File: src/rtl/chstat_pair_port.sv
`timescale 1ns/1ps
module chstat_pair_port #(
  parameter int DEPTH = 24,
  parameter int AW = $clog2(DEPTH)
) (
  input  logic          clk,
  input  logic          rst_n,
  input  logic          two_byte,
  input  logic          acc_start,
  input  logic          acc_end,
  input  logic [AW-1:0] addr_in,
  input  logic          wr_en,
  input  logic [7:0]    wr_data,
  input  logic          rd_en,
  output logic [7:0]    rd_data,
  input  logic          copy_req,
  input  logic          blk_boundary,
  output logic          tx_load,
  input  logic [AW-1:0] tx_idx,
  output logic [7:0]    tx_a,
  output logic [7:0]    tx_b
);
  localparam logic [AW-1:0] LAST = AW'(DEPTH - 1);

  logic [7:0] ua [DEPTH];
  logic [7:0] ub [DEPTH];
  logic [7:0] ta [DEPTH];
  logic [7:0] tb [DEPTH];
  logic [AW-1:0] ptr;
  logic [7:0] hold;
  logic phase, pending, wr_active;

  wire [AW-1:0] ptr_nxt = (ptr == LAST) ? '0 : ptr + 1'b1;
  wire idx_ok = (tx_idx <= LAST);

  assign tx_a = idx_ok ? ta[tx_idx] : '0;
  assign tx_b = idx_ok ? tb[tx_idx] : '0;

  always_ff @(posedge clk) begin
    if (!rst_n) begin
      ptr <= '0;
      hold <= '0;
      phase <= 1'b0;
      pending <= 1'b0;
      wr_active <= 1'b0;
      rd_data <= '0;
      tx_load <= 1'b0;
      for (int i = 0; i < DEPTH; i++) begin
        ua[i] <= '0; ub[i] <= '0; ta[i] <= '0; tb[i] <= '0;
      end
    end else begin
      tx_load <= 1'b0;
      if (acc_start) begin
        ptr <= (addr_in <= LAST) ? addr_in : '0;
        phase <= 1'b0;
        wr_active <= 1'b0;
      end else if (acc_end) begin
        phase <= 1'b0;
        wr_active <= 1'b0;
      end else if (wr_en) begin
        wr_active <= 1'b1;
        if (!two_byte) begin
          ua[ptr] <= wr_data;
          ub[ptr] <= wr_data;
          ptr <= ptr_nxt;
        end else if (!phase) begin
          hold <= wr_data;
          phase <= 1'b1;
        end else begin
          ua[ptr] <= hold;
          ub[ptr] <= wr_data;
          ptr <= ptr_nxt;
          phase <= 1'b0;
        end
      end else if (rd_en) begin
        if (!two_byte) begin
          rd_data <= ua[ptr];
          ptr <= ptr_nxt;
        end else if (!phase) begin
          rd_data <= ua[ptr];
          phase <= 1'b1;
        end else begin
          rd_data <= ub[ptr];
          ptr <= ptr_nxt;
          phase <= 1'b0;
        end
      end

      if (blk_boundary && pending) begin
        for (int i = 0; i < DEPTH; i++) begin
          ta[i] <= ua[i];
          tb[i] <= ub[i];
        end
        pending <= 1'b0;
        tx_load <= 1'b1;
      end
      if (copy_req && !wr_active) pending <= 1'b1;
    end
  end
endmodule

File: config.mk
export PLATFORM = sky130hd
export DESIGN_NAME = chstat_pair_port
export DESIGN_NICKNAME = d
export VERILOG_FILES = /design/src/rtl/chstat_pair_port.sv
export SDC_FILE = /design/constraint.sdc
export NUM_CORES = 1
export LEC_CHECK = 0
export CORE_AREA = 2 2 407 409
export DETAILED_ROUTE_END_ITERATION = 10
export DIE_AREA = 0 0 409 411
export GPL_ROUTABILITY_DRIVEN = 0
export SETUP_SLACK_MARGIN = 0.15
export SLEW_MARGIN = 15
export SYNTH_ARGS = -nofsm -noshare
export SYNTH_HDL_FRONTEND = slang
export SYNTH_SLANG_ARGS = --single-unit
File: constraint.sdc
create_clock -name clk -period 12.7 [get_ports clk]
set_input_delay 2.54 -clock clk [delete_from_list [all_inputs] [get_ports clk]]
set_output_delay 2.54 -clock clk [all_outputs]
set_load 0.02 [all_outputs]
After elaboration in Yosys (flattened, before gate mapping)
Memory sizes are Yosys's and may differ from the RTL's. A register that Yosys moved wholly into a read port is not among the register bits.
Index checks and enable logic that the tools add are counted.
- bitwise operators: 55
- shift-type cells: 0
- multiplexer cells: 95
- magnitude comparators: 2
- reductions and logical operators: 12
- divide/modulo/power cells: 0
- add/sub/neg operators: 1
- multiply operators: 0
- equality and inequality tests: 2
- operators with widths (operator ; number):
    2-to-1 mux 8 bit ; 56
    2-to-1 mux 5 bit ; 14
    bitwise OR 1 bit ; 50
    2-to-1 mux 1 bit ; 25
    OR reduction 8 bit ; 2
    <= comparator 5 bit (second input constant) ; 2
    adder 5 x 1 -> 5 bit (second input constant) ; 1
    equality test 5 bit (second input constant) ; 1
    NOT 1 bit ; 5
    AND reduction 5 bit ; 1
    AND reduction 4 bit ; 1
    nonzero test 2 bit ; 2
    nonzero test 3 bit ; 1
    OR reduction 3 bit ; 1
    logical AND 1 bit ; 2
    inequality test 2 bit (second input constant) ; 1
    AND reduction 2 bit ; 1
    logical NOT 1 bit ; 1
- register bits after elaboration: 25
- output and inout bits: 25
- memories kept: 4
- bits in writable memories: 768
- bits of input ports: 27
- word-level logic and storage cells: 178
- bits in latches: 0
- memory bits (read-only): 0
- memories (name ; words ; bits a word ; read ports ; clocked after Yosys merged registers in ; wr ports ; RTL line ; source):
    ta ; 24 ; 8 ; 1 ; 0 ; 24 ; 27 ; logic [7:0] ta [DEPTH];
    tb ; 24 ; 8 ; 1 ; 0 ; 24 ; 28 ; logic [7:0] tb [DEPTH];
    ua ; 24 ; 8 ; 25 ; 1 ; 24 ; 25 ; logic [7:0] ua [DEPTH];
    ub ; 24 ; 8 ; 25 ; 1 ; 24 ; 26 ; logic [7:0] ub [DEPTH];

Logic depth before layout (Yosys ltp)
Gate-level depths: netlist of the first run.
- depth in word-level cells: 10
- mapped depth: 9
- mapped depth without buffers: 5

Least setup slack after synthesis of the first run
OpenSTA, ideal clock, no wires.
- kind: in2reg
- start: input port rst_n
- end: memory ta[0][0], enable pin
- required time: 9912 ps
- path slack: 346 ps
- arrival time: 9566 ps
- stages: 4
- path buffers: 3
- library setup time: 2788 ps
- path through: clkbuf_1 > clkbuf_1 > clkbuf_1 > nand2_1
- RTL lines (item ; RTL line ; source):
    start, declared ; 7 ; input logic rst_n,
    end, declared ; 27 ;

Worst setup path after layout of the first run
- start: input port tx_idx[0]
- end: output port tx_a[7]
- word-level cells in the longest chain between the ends: 2
- elaborated cells on any way between the ends: 3
- classes of those cells: 1 x order compare; 1 x mux; 1 x memory
- RTL lines (item ; RTL line ; source):
    start, declared ; 19 ; input logic [AW-1:0] tx_idx,
    memory read (24 x 8 bit) / <= comparator 5 bit (equally long branches) ; n/a ;
    2-to-1 mux 8 bit * ; 36 ; assign tx_a = idx_ok ? ta[tx_idx] : '0;
    end, declared ; 20 ; output logic [7:0] tx_a,
Every way passes the cells marked *; elsewhere a longest branch is shown, timed or not.

==> reports/results.md, run 1 <==
## GRT
• **met1 routing resource usage after global routing** 0.165
• **met3 track demand over resource in global routing** 0.0218
• **GRT met2 Usage** 0.217
• **largest net degree at the start of global routing** 164
• **initial antenna violation count** 8
• **global router's overall resource usage** 0.129
• **vias in the first global route** 22405
• **global route overflow** 0
• **gr busiest metal** met2
• **first-pass GRT wire length** 159 mm

## Layout
• **Final #Nets** 2622
• **top library cells by usage in the layout, fill and taps aside** edfxtp_1 (896), and2_1 (387), nor2_1 (207)
• **number of non-filler instances in the completed layout** 4859
• **most frequent standard cell in the layout excluding fill and tap cells** edfxtp_1
• **fraction of final layout cells with drive strength greater than 1** 0.158
• **growth of design area from synthesis to finish** 14.6%
• **final design utilization** 0.284

## Drt
• **routed length per placed instance** 22.9 um
• **Routed Antenna Nets** 0
• **total length of routed wires** 111 mm
• **DR iter-0 viols** 2107
• **drc violations** 0
• **total vias in the final route** 22154
• **drt first pass iters** 8
• **number of vias per cell** 4.56

## Timing
• **Max transition margin** 0.207
• **Fmax achieved** 116 MHz
• **setup-violating endpoint count in the final report** 0
• **post-layout min period** 8630 ps
• **Setup TNS** 0 ps
• **part of the cycle the worst path needs** 0.680
• **count of final hold-check violations** 0
• **Worst Hold Slack** 498 ps
• **transition at the pin with the smallest max-transition slack** 1190 ps
• **RSZ-0062 raised after global routing** no
• **number of max-slew violations in the final report** 0
• **setup skew after layout** 32.8 ps

## Setup path
• **type of the setup path with the least slack** in2out
• **arrival time reported for the critical path endpoint** 6090 ps
• **maximum fanout encountered on the critical timing path** 57
• **WP data required** 10160 ps
• **crit start category** input port
• **Setup crit end kind** output port

## Yosys
• **dominant combinational cell family by area after synthesis** multiplexers
• **basic-gate share of the synthesized area counting and, or, nand and nor cells** 0.127
• **Syn Std Cell Area** 40600 um2
• **adder and majority gate portion of the synthesized area** 0.00154
• **Cells after Synth** 2595
• **XOR/XNOR share of the synthesized area** 0.000215
• **share of the yosys chip area belonging to registers** 0.677
• **fraction of synthesized area in multiplexers** 0.138
• **post-synthesis compound-gate area fraction** 0.0297
• **prevailing post-synth register cell** edfxtp_1
• **number of synthesized flops with an enable pin** 896
• **Synth async-reset ratio** 0
• **number of flip-flops and latches in the synthesized netlist** 926
• **synthesized area per cell** 15.7 um2
• **Synthesis Warnings** 0
• **Yosys cell types** 50
• **post-synth net total** 2627

## Run status
• **result of the run** completed

## Floorplan
• **total number of placement rows** 149
• **core area** 164000 um2
• **initial standard-cell utilization of the core** 0.248
• **area of the die** 168000 um2
• **total I/O pin count** 52
• **height of the chip** 411 um
• **overall die width** 409 um

## Flow run
• **MaxCap Viol Count** 0

## Power and ir drop
• **PwrDens** 146 nW/um2
• **Peak VDD IR** 0.127 mV
• **static power due to leakage** 16.6 nW

## Clock tree
• **number of gates resized after cts** 0
• **CTS hold repair buffers** 0
• **post-CTS setup repair buffer count** 0
• **Max clock buf depth** 3
• **clock transition time at the flip-flop clock pins of the worst setup and hold paths** 60 ps
• **clk sink count** 926
• **CTS tree** done
• **TritonCTS Buffers** 92
• **source-to-sink clock delay at the later pin of the worst-skew pair** 660 ps
• **H-Tree Level Count** 3
• **cell at the root of the clock tree** clkbuf_16

## Place
• **total half-perimeter wirelength after legalization and detailed placement** 72.9 mm
• **Port Buffers** 51
• **DP Cell Count** 4685

## Worst hold path
• **hold crit path type** reg2reg

kinds of logic after synthesis:
logic type | after synthesis
AOI/OAI and AO/OA | 155
and+or+nand+nor | 928
xor gates and xnor gates | 1
muxes | 337
buffers and inverters | 243
DFF | 926
adders and majority gates | 5
Yosys cell counts, types with 2 or more instances:
cell        n  share of area
and3b_1     4        0.00086
edfxtp_1  896           0.66
nand4_1     2        0.00031
nor2b_1    13         0.0020
dfxtp_1    30          0.015
clkbuf_1  141          0.013
a22o_1     16         0.0034
and2_1    391          0.060
and3_1    194          0.030
nand2_2     8         0.0012
clkbuf_2   16         0.0020
a211o_1     8         0.0017
mux2i_1   161          0.040
or3b_1      2        0.00043
buf_8       2        0.00074
buf_1       3        0.00028
nor2_1    209          0.019
buf_6       7         0.0019
a221oi_1    8         0.0017
nand2b_1    2        0.00031
o21ai_0     6        0.00074
buf_12      2        0.00099
mux4_2    170          0.094
a221oi_2    8         0.0030
buf_4       8         0.0015
nand2_1    53         0.0049
a21oi_1     3        0.00037
a21boi_0    3        0.00055
buf_2      36         0.0044
nor3b_1     3        0.00055
nand3_1    37         0.0046
nor3_1      3        0.00037
inv_1      28         0.0026
a31oi_1    17         0.0026
ha_1        5         0.0015
o22ai_1    18         0.0028
a22oi_1    64          0.012
mux4_1      6         0.0039
flip-flops by register name (all words and copies together) (netlist names), named ones only:
| register | count |
|---|---|
| wr_active | 1 |
| phase | 1 |
| ptr | 5 |
| pending | 1 |
| ua | 256 |
| ub | 256 |
| hold | 8 |
| rd_data | 8 |
| tx_load | 1 |
| tb | 192 |
| ta | 192 |
report_power, final:
group          total [mW]  internal [mW]  switching, mW
Sequential           3.54           3.48         0.0634
Clock                2.79           1.64           1.15
Combinational       0.467          0.173          0.294
Total                6.79           5.29           1.51
per-stage QoR:
stage               worst slack [ps]  power, mW  area (um2)
floorplan                        346       3.89       40600
finish                          4070       6.79       46600
global placement                4080       4.07       43500
global route                    3790       6.99       46600
CTS                             4010       6.84       46600
detailed placement              4010       4.07       43500
layout make-up:
type	count	area (um2)
well taps	2189	2740
fillers	16247	117000
diodes	4	10.0
inverters	28	105
clock buffers	115	2460
flip-flops and latches	926	27500
multi-input cells	1426	12100
repair buffers	116	1010
clock inverters	55	624
layer usage:
metal / up-vias / wire (um)
met4: 10 / 3980
met2: 785 / 53500
met5: - / 63
met3: 181 / 7260
li1: 9847 / -
met1: 11331 / 46300
critical path, cell delays in order:
cell             delay [ps]
buf_6                   620
buf_4                   780
mux4_2                  600
mux4_2                  480
inv_1                   160
o22ai_1                 160
clkdlybuf4s50_1         630
worst paths after layout:
kind         slack (ps)  depth (start not counted)      start    endpoint
max                4070                          7  tx_idx[0]     tx_a[7]
min                 500                          2  wr_active   wr_active
max reg2reg        8830                          8   register  rd_data[3]
min reg2reg         500                          2  wr_active   wr_active
Note: power is estimated with default switching activity, not from simulation.
==> run 2: changes to the inputs <==
==> constraint.sdc (replaced) <==
create_clock -name clk -period 7 [get_ports clk]
set_input_delay 1.4 -clock clk [delete_from_list [all_inputs] [get_ports clk]]
set_output_delay 1.4 -clock clk [all_outputs]
set_load 0.02 [all_outputs]
==> run 2 against run 1 <==
Hold slack lost 1.7 ps. First-iteration DRC count grew 5.0%. Critical path depth is the same. Wire length shrank 1.3%. Global-route usage shrank 0.10 points. Highest routed layer unchanged. Sequential power grew 82%. Register-to-register slack lost 5200 ps. Sequential cell count is the same. Final cell count grew 0.21%. Die area is the same. Setup slack lost 2600 ps. Largest cell class unchanged. Design area is essentially flat. Critical path type unchanged.
==> reports/results.md, run 2 (synthesis gave the netlist of run 1 again) <==
## Layout
• **Final #Nets** 2638, was 2622
• **number of non-filler instances in the completed layout** 4869, was 4859
• **Top Registers** ua x256, ub x256, unchanged
• **fraction of final layout cells with drive strength greater than 1** 0.158, about the same
• **most frequent standard cell in the layout excluding fill and tap cells** edfxtp_1, unchanged
• **number of inserted filler cells in the final layout** 16284, was 16247
• **Post-Layout Inst Area** 46600 um2, about the same
• **top library cells by usage in the layout, fill and taps aside** edfxtp_1 (896), and2_1 (387), nor2_1 (207), unchanged
• **growth of design area from synthesis to finish** 14.6%, about the same

## Setup path
• **crit start category** input port, unchanged
• **largest delay contributor family on the critical path** buffers and inverters, unchanged
• **worst path cell trace** buf_4, buf_4, mux4_2, mux4_2, inv_1, o22ai_1, clkdlybuf4s50_1, was buf_6, buf_4, mux4_2, mux4_2, inv_1, o22ai_1, clkdlybuf4s50_1
• **maximum fanout encountered on the critical timing path** 53, was 57
• **Worst Path Buf+Inv** 4, unchanged
• **type of the setup path with the least slack** in2out, unchanged
• **WP data required** 5600 ps, was 10160 ps
• **slowest cell on the critical path** clkdlybuf4s50_1, was buf_4
• **worst stage delay on the critical path** 600 ps, was 780 ps
• **arrival time reported for the critical path endpoint** 4140 ps, was 6090 ps
• **Setup crit end kind** output port, unchanged

## GRT
• **largest net degree at the start of global routing** 214, was 164
• **initial antenna violation count** 9, was 8
• **global router's overall resource usage** 0.128, was 0.129
• **vias in the first global route** 22530, was 22405
• **global route overflow** 0, unchanged
• **first-pass GRT wire length** 159 mm, about the same

## Floorplan
• **total number of placement rows** 149, unchanged
• **core area** 164000 um2, unchanged
• **total I/O pin count** 52, unchanged
• **overall die width** 409 um, unchanged
• **initial standard-cell utilization of the core** 0.248, unchanged
• **area of the die** 168000 um2, unchanged
• **height of the chip** 411 um, unchanged

## Timing
• **number of max-slew violations in the final report** 0, unchanged
• **Max transition margin** 0.247, was 0.207
• **transition at the pin with the smallest max-transition slack** 1130 ps, was 1190 ps
• **RSZ-0062 raised after global routing** no, unchanged
• **Setup TNS** 0 ps, unchanged
• **Fmax achieved** 181 MHz
• **setup skew after layout** 25.1 ps, was 32.8 ps
• **part of the cycle the worst path needs** 0.791
• **post-layout min period** 5540 ps
• **setup-violating endpoint count in the final report** 0, unchanged
• **count of final hold-check violations** 0, unchanged

## Place
• **DP Cell Count** 4700, was 4685
• **Port Buffers** 51, unchanged
• **placed cell area** 43600 um2, was 43500 um2
• **total half-perimeter wirelength after legalization and detailed placement** 73.9 mm, was 72.9 mm

## Drt
• **DR iter-0 viols** 2212, was 2107
• **drt first pass iters** 5, was 8
• **drc violations** 0, unchanged
• **Routed Antenna Nets** 0, unchanged
• **number of vias per cell** 4.56, about the same
• **total length of routed wires** 110 mm, was 111 mm
• **routed length per placed instance** 22.5 um, was 22.9 um
• **total vias in the final route** 22211, was 22154

## Run status
• **result of the run** completed, unchanged

## Power and ir drop
• **switch share** 0.225, was 0.222
• **PwrDens** 262 nW/um2, was 146 nW/um2
• **Peak VDD IR** 0.169 mV, was 0.127 mV
• **net switching power figure** 2.75 mW, was 1.51 mW
• **share of power burned in registers** 0.527, was 0.521
• **internal power** 9.46 mW, was 5.29 mW
• **static power due to leakage** 16.6 nW, about the same
• **combinational share of power** 0.069, about the same
• **Clock Power Share** 0.405, was 0.410

## Clock tree
• **number of gates resized after cts** 0, unchanged
• **CTS tree** done, unchanged
• **cell at the root of the clock tree** clkbuf_16, unchanged
• **post-CTS setup repair buffer count** 0, unchanged
• **Max clock buf depth** 3, unchanged
• **source-to-sink clock delay at the later pin of the worst-skew pair** 660 ps, about the same
• **CTS hold repair buffers** 0, unchanged
• **H-Tree Level Count** 3, unchanged
• **clk sink count** 926, unchanged
• **TritonCTS Buffers** 93, was 92
• **clock transition time at the flip-flop clock pins of the worst setup and hold paths** 60 ps, about the same

## Flow run
• **MaxCap Viol Count** 0, unchanged

## Worst hold path
• **hold crit path type** reg2reg, unchanged

==> run 2: cell count changes in the layout (fill, tap and decap cells not counted), sizes merged <==
cell,delta
clkbuf,+7
buf,+15
clkinv,-1
clkinvlp,-3
diode,-2
inv,-2
bufinv,-4
==> run 2: final cells by class <==
class	instances	area, um2	area share
inverter	28	105	0.00226
antenna	2	5.00	0.000107
clock inverter	45	468	0.0100
multi-input combinational	1426	12100	0.260
clock buffer	122	2500	0.0536
sequential	926	27500	0.590
tap	2189	2740	0.0588
timing repair buffer	131	1150	0.0247
==> run 2: worst min-delay path, cell delays in order (launching register included) <==
cell,delay (ps)
dfxtp_1,310
nor2_1,100
nor2_1,50
==> run 2: power groups by stage <==
| stage | Combinational (mW) | Sequential [mW] | Clock, mW |
|---|---|---|---|
| 2_1_floorplan | 0.549 | 6.47 | 0 |
| 3_3_place_gp | 0.834 | 6.54 | 0 |
| 3_5_place_dp | 0.843 | 6.55 | 0 |
| 4_1_cts | 0.845 | 6.43 | 5.02 |
| 5_1_grt | 0.889 | 6.45 | 5.21 |
| 6_report | 0.836 | 6.43 | 4.94 |
==> run 2: per-stage QoR <==
| stage | hold slack (ps) | utilization | total power [mW] | worst slack, ps |
|---|---|---|---|---|
| floorplan | 439 | - | 7.02 | 1870 |
| global placement | 473 | 0.266 | 7.38 | 1470 |
| detailed placement | 491 | 0.266 | 7.39 | 1440 |
| CTS | 502 | 0.284 | 12.3 | 1450 |
| global route | 533 | 0.284 | 12.5 | 1390 |
| finish | 496 | 0.284 | 12.2 | 1460 |
==> run 2: routing by layer <==
layer,track usage,share of wire,vias to the layer above
li1,-,-,9860
met1,0.166,0.41,11398
met2,0.214,0.48,781
met3,0.0218,0.069,160
met4,0.0470,0.033,12
met5,0,0.00068,-
==> run 2: path summary, 6_finish.rpt <==
| path | startpoint | to | slack (ps) | depth (start not counted) |
|---|---|---|---|---|
| worst min-delay path | wr_active | wr_active | 500 | 2 |
| worst max-delay path | tx_idx[1] | tx_a[3] | 1460 | 7 |
| worst min register to register | wr_active | wr_active | 500 | 2 |
| worst max register to register | phase | ub[2][4] | 3680 | 5 |
==> run 3: changes to the inputs <==
==> constraint.sdc (replaced) <==
create_clock -name clk -period 4.75 [get_ports clk]
set_input_delay 0.95 -clock clk [delete_from_list [all_inputs] [get_ports clk]]
set_output_delay 0.95 -clock clk [all_outputs]
set_load 0.02 [all_outputs]
==> run 3 against run 2 <==
Sequential share of layout area down 1.1 points. Die area unchanged. Final cell count up 1.6%. Clock skew up 9.2 ps. Hold slack worse by 16 ps. First-iteration DRC count down 1.3%. Largest cell class unchanged. Global-route usage up 0.29 points. Clock power up 53%. Setup slack worse by 1000 ps. Combinational power up 56%. Wire length up 2.3%.
==> reports/results.md, run 3 (synthesis gave the netlist of run 1 again) <==
## Drt
• **drt first pass iters** 5, unchanged
• **Routed Antenna Nets** 0, unchanged
• **routed length per placed instance** 22.7 um, was 22.5 um
• **DR iter-0 viols** 2183, was 2212
• **number of vias per cell** 4.60, was 4.56
• **total vias in the final route** 22773, was 22211
• **drc violations** 0, unchanged
• **total length of routed wires** 112 mm, was 110 mm

## Floorplan
• **initial standard-cell utilization of the core** 0.248, unchanged
• **core area** 164000 um2, unchanged
• **height of the chip** 411 um, unchanged
• **total number of placement rows** 149, unchanged
• **area of the die** 168000 um2, unchanged
• **overall die width** 409 um, unchanged
• **total I/O pin count** 52, unchanged

## Setup path
• **crit start category** input port, unchanged
• **maximum fanout encountered on the critical timing path** 20, was 53
• **Worst Path Buf+Inv** 4, unchanged
• **Setup crit end kind** output port, unchanged
• **largest delay contributor family on the critical path** buffers and inverters, unchanged
• **most numerous cell on the critical path** mux4_2
• **type of the setup path with the least slack** in2out, unchanged
• **worst path cell trace** buf_6, buf_4, mux4_2, mux4_2, inv_1, o22ai_1, clkdlybuf4s50_1, was buf_4, buf_4, mux4_2, mux4_2, inv_1, o22ai_1, clkdlybuf4s50_1
• **WP data required** 3800 ps, was 5600 ps
• **worst stage delay on the critical path** 570 ps, was 600 ps
• **arrival time reported for the critical path endpoint** 3360 ps, was 4140 ps
• **r2r setup slk** 1640 ps, was 3680 ps
• **slowest cell on the critical path** clkdlybuf4s50_1, unchanged

## Timing
• **Setup TNS** 0 ps, unchanged
• **count of final hold-check violations** 0, unchanged
• **setup skew after layout** 34.3 ps, was 25.1 ps
• **setup-violating endpoint count in the final report** 0, unchanged
• **part of the cycle the worst path needs** 0.908
• **post-layout min period** 4310 ps
• **Max transition margin** 0.292, was 0.247
• **transition at the pin with the smallest max-transition slack** 1060 ps, was 1130 ps
• **Fmax achieved** 232 MHz
• **number of max-slew violations in the final report** 0, unchanged
• **RSZ-0062 raised after global routing** no, unchanged

## Clock tree
• **clk sink count** 926, unchanged
• **number of gates resized after cts** 0, unchanged
• **post-CTS setup repair buffer count** 0, unchanged
• **TritonCTS Buffers** 97, was 93
• **Max clock buf depth** 3, unchanged
• **source-to-sink clock delay at the later pin of the worst-skew pair** 670 ps, was 660 ps
• **cell at the root of the clock tree** clkbuf_16, unchanged
• **H-Tree Level Count** 3, unchanged
• **clock transition time at the flip-flop clock pins of the worst setup and hold paths** 60 ps, about the same
• **CTS tree** done, unchanged
• **CTS hold repair buffers** 0, unchanged

## Power and ir drop
• **post-layout power** 18.3 mW, was 12.2 mW
• **Peak VDD IR** 0.311 mV, was 0.169 mV
• **PwrDens** 386 nW/um2, was 262 nW/um2
• **static power due to leakage** 17.1 nW, was 16.6 nW

## Place
• **total half-perimeter wirelength after legalization and detailed placement** 77.2 mm, was 73.9 mm
• **Port Buffers** 51, unchanged

## GRT
• **global route overflow** 0, unchanged
• **initial antenna violation count** 21, was 9
• **largest net degree at the start of global routing** 178, was 214
• **first-pass GRT wire length** 161 mm, was 159 mm
• **vias in the first global route** 22690, was 22530
• **global router's overall resource usage** 0.131, was 0.128

## Layout
• **final design utilization** 0.290, was 0.284
• **most frequent standard cell in the layout excluding fill and tap cells** edfxtp_1, unchanged
• **Top Registers** ua x256, ub x256, unchanged
• **top library cells by usage in the layout, fill and taps aside** edfxtp_1 (896), and2_1 (387), nor2_1 (207), unchanged
• **growth of design area from synthesis to finish** 16.8%, was 14.6%
• **Final #Nets** 2714, was 2638
• **fraction of final layout cells with drive strength greater than 1** 0.185, was 0.158
• **ant diodes** 0, was 2

## Run status
• **result of the run** completed, unchanged

## Worst hold path
• **hold crit path type** reg2reg, unchanged

## Flow run
• **MaxCap Viol Count** 0, unchanged

run 3: cell types whose count changed in the layout (fill, tap and decap cells not counted), sizes merged:
| cell | previous run | this run |
|---|---|---|
| buf | 84 | 162 |
| clkbuf | 122 | 128 |
| clkdlybuf4s50 | 47 | 41 |
| clkinv | 34 | 31 |
| inv | 29 | 32 |
| diode | 2 | 0 |
| bufinv | 9 | 10 |
run 3: cell type report:
cell class                 instances  area, um2
clock inverter                    46        512
inverter                          28        105
sequential                       926      27500
fill                           16197     116000
multi-input combinational       1426      12100
timing repair buffer             203       1840
clock buffer                     128       2630
tap                             2189       2740
run 3: worst paths after layout:
path / from / endpoint / cells past startpoint
worst min-delay path: wr_active / wr_active / 2
worst max-delay path: tx_idx[0] / tx_a[6] / 7
worst min register to register: wr_active / wr_active / 2
worst max register to register: register / rd_data[6] / 6
run 3: per-layer routing:
metal | up-vias | global-route usage | share of wire
met2 | 892 | 0.218 | 0.48
met1 | 11655 | 0.171 | 0.41
met5 | - | 0 | 0.0016
met4 | 30 | 0.0400 | 0.026
li1 | 10030 | - | -
met3 | 166 | 0.0270 | 0.080
run 3: worst min-delay path, stage by stage, from the launching register on:
cell and delay (ps):
dfxtp_1 330, nor2_1 50, nor2_1 70
run 3: power breakdown:
part	internal (mW)	switching [mW]
Sequential	9.29	0.182
Clock	4.42	3.14
Combinational	0.501	0.801
run 3: stage by stage:
stage	hold slack, ps	cells	instance area, um2	setup slack (ps)
floorplan	439	2595	40700	959
global placement	460	4772	44300	427
detailed placement	470	4772	44300	408
CTS	485	4946	47400	405
global route	541	4946	47500	336
finish	481	4946	47500	437
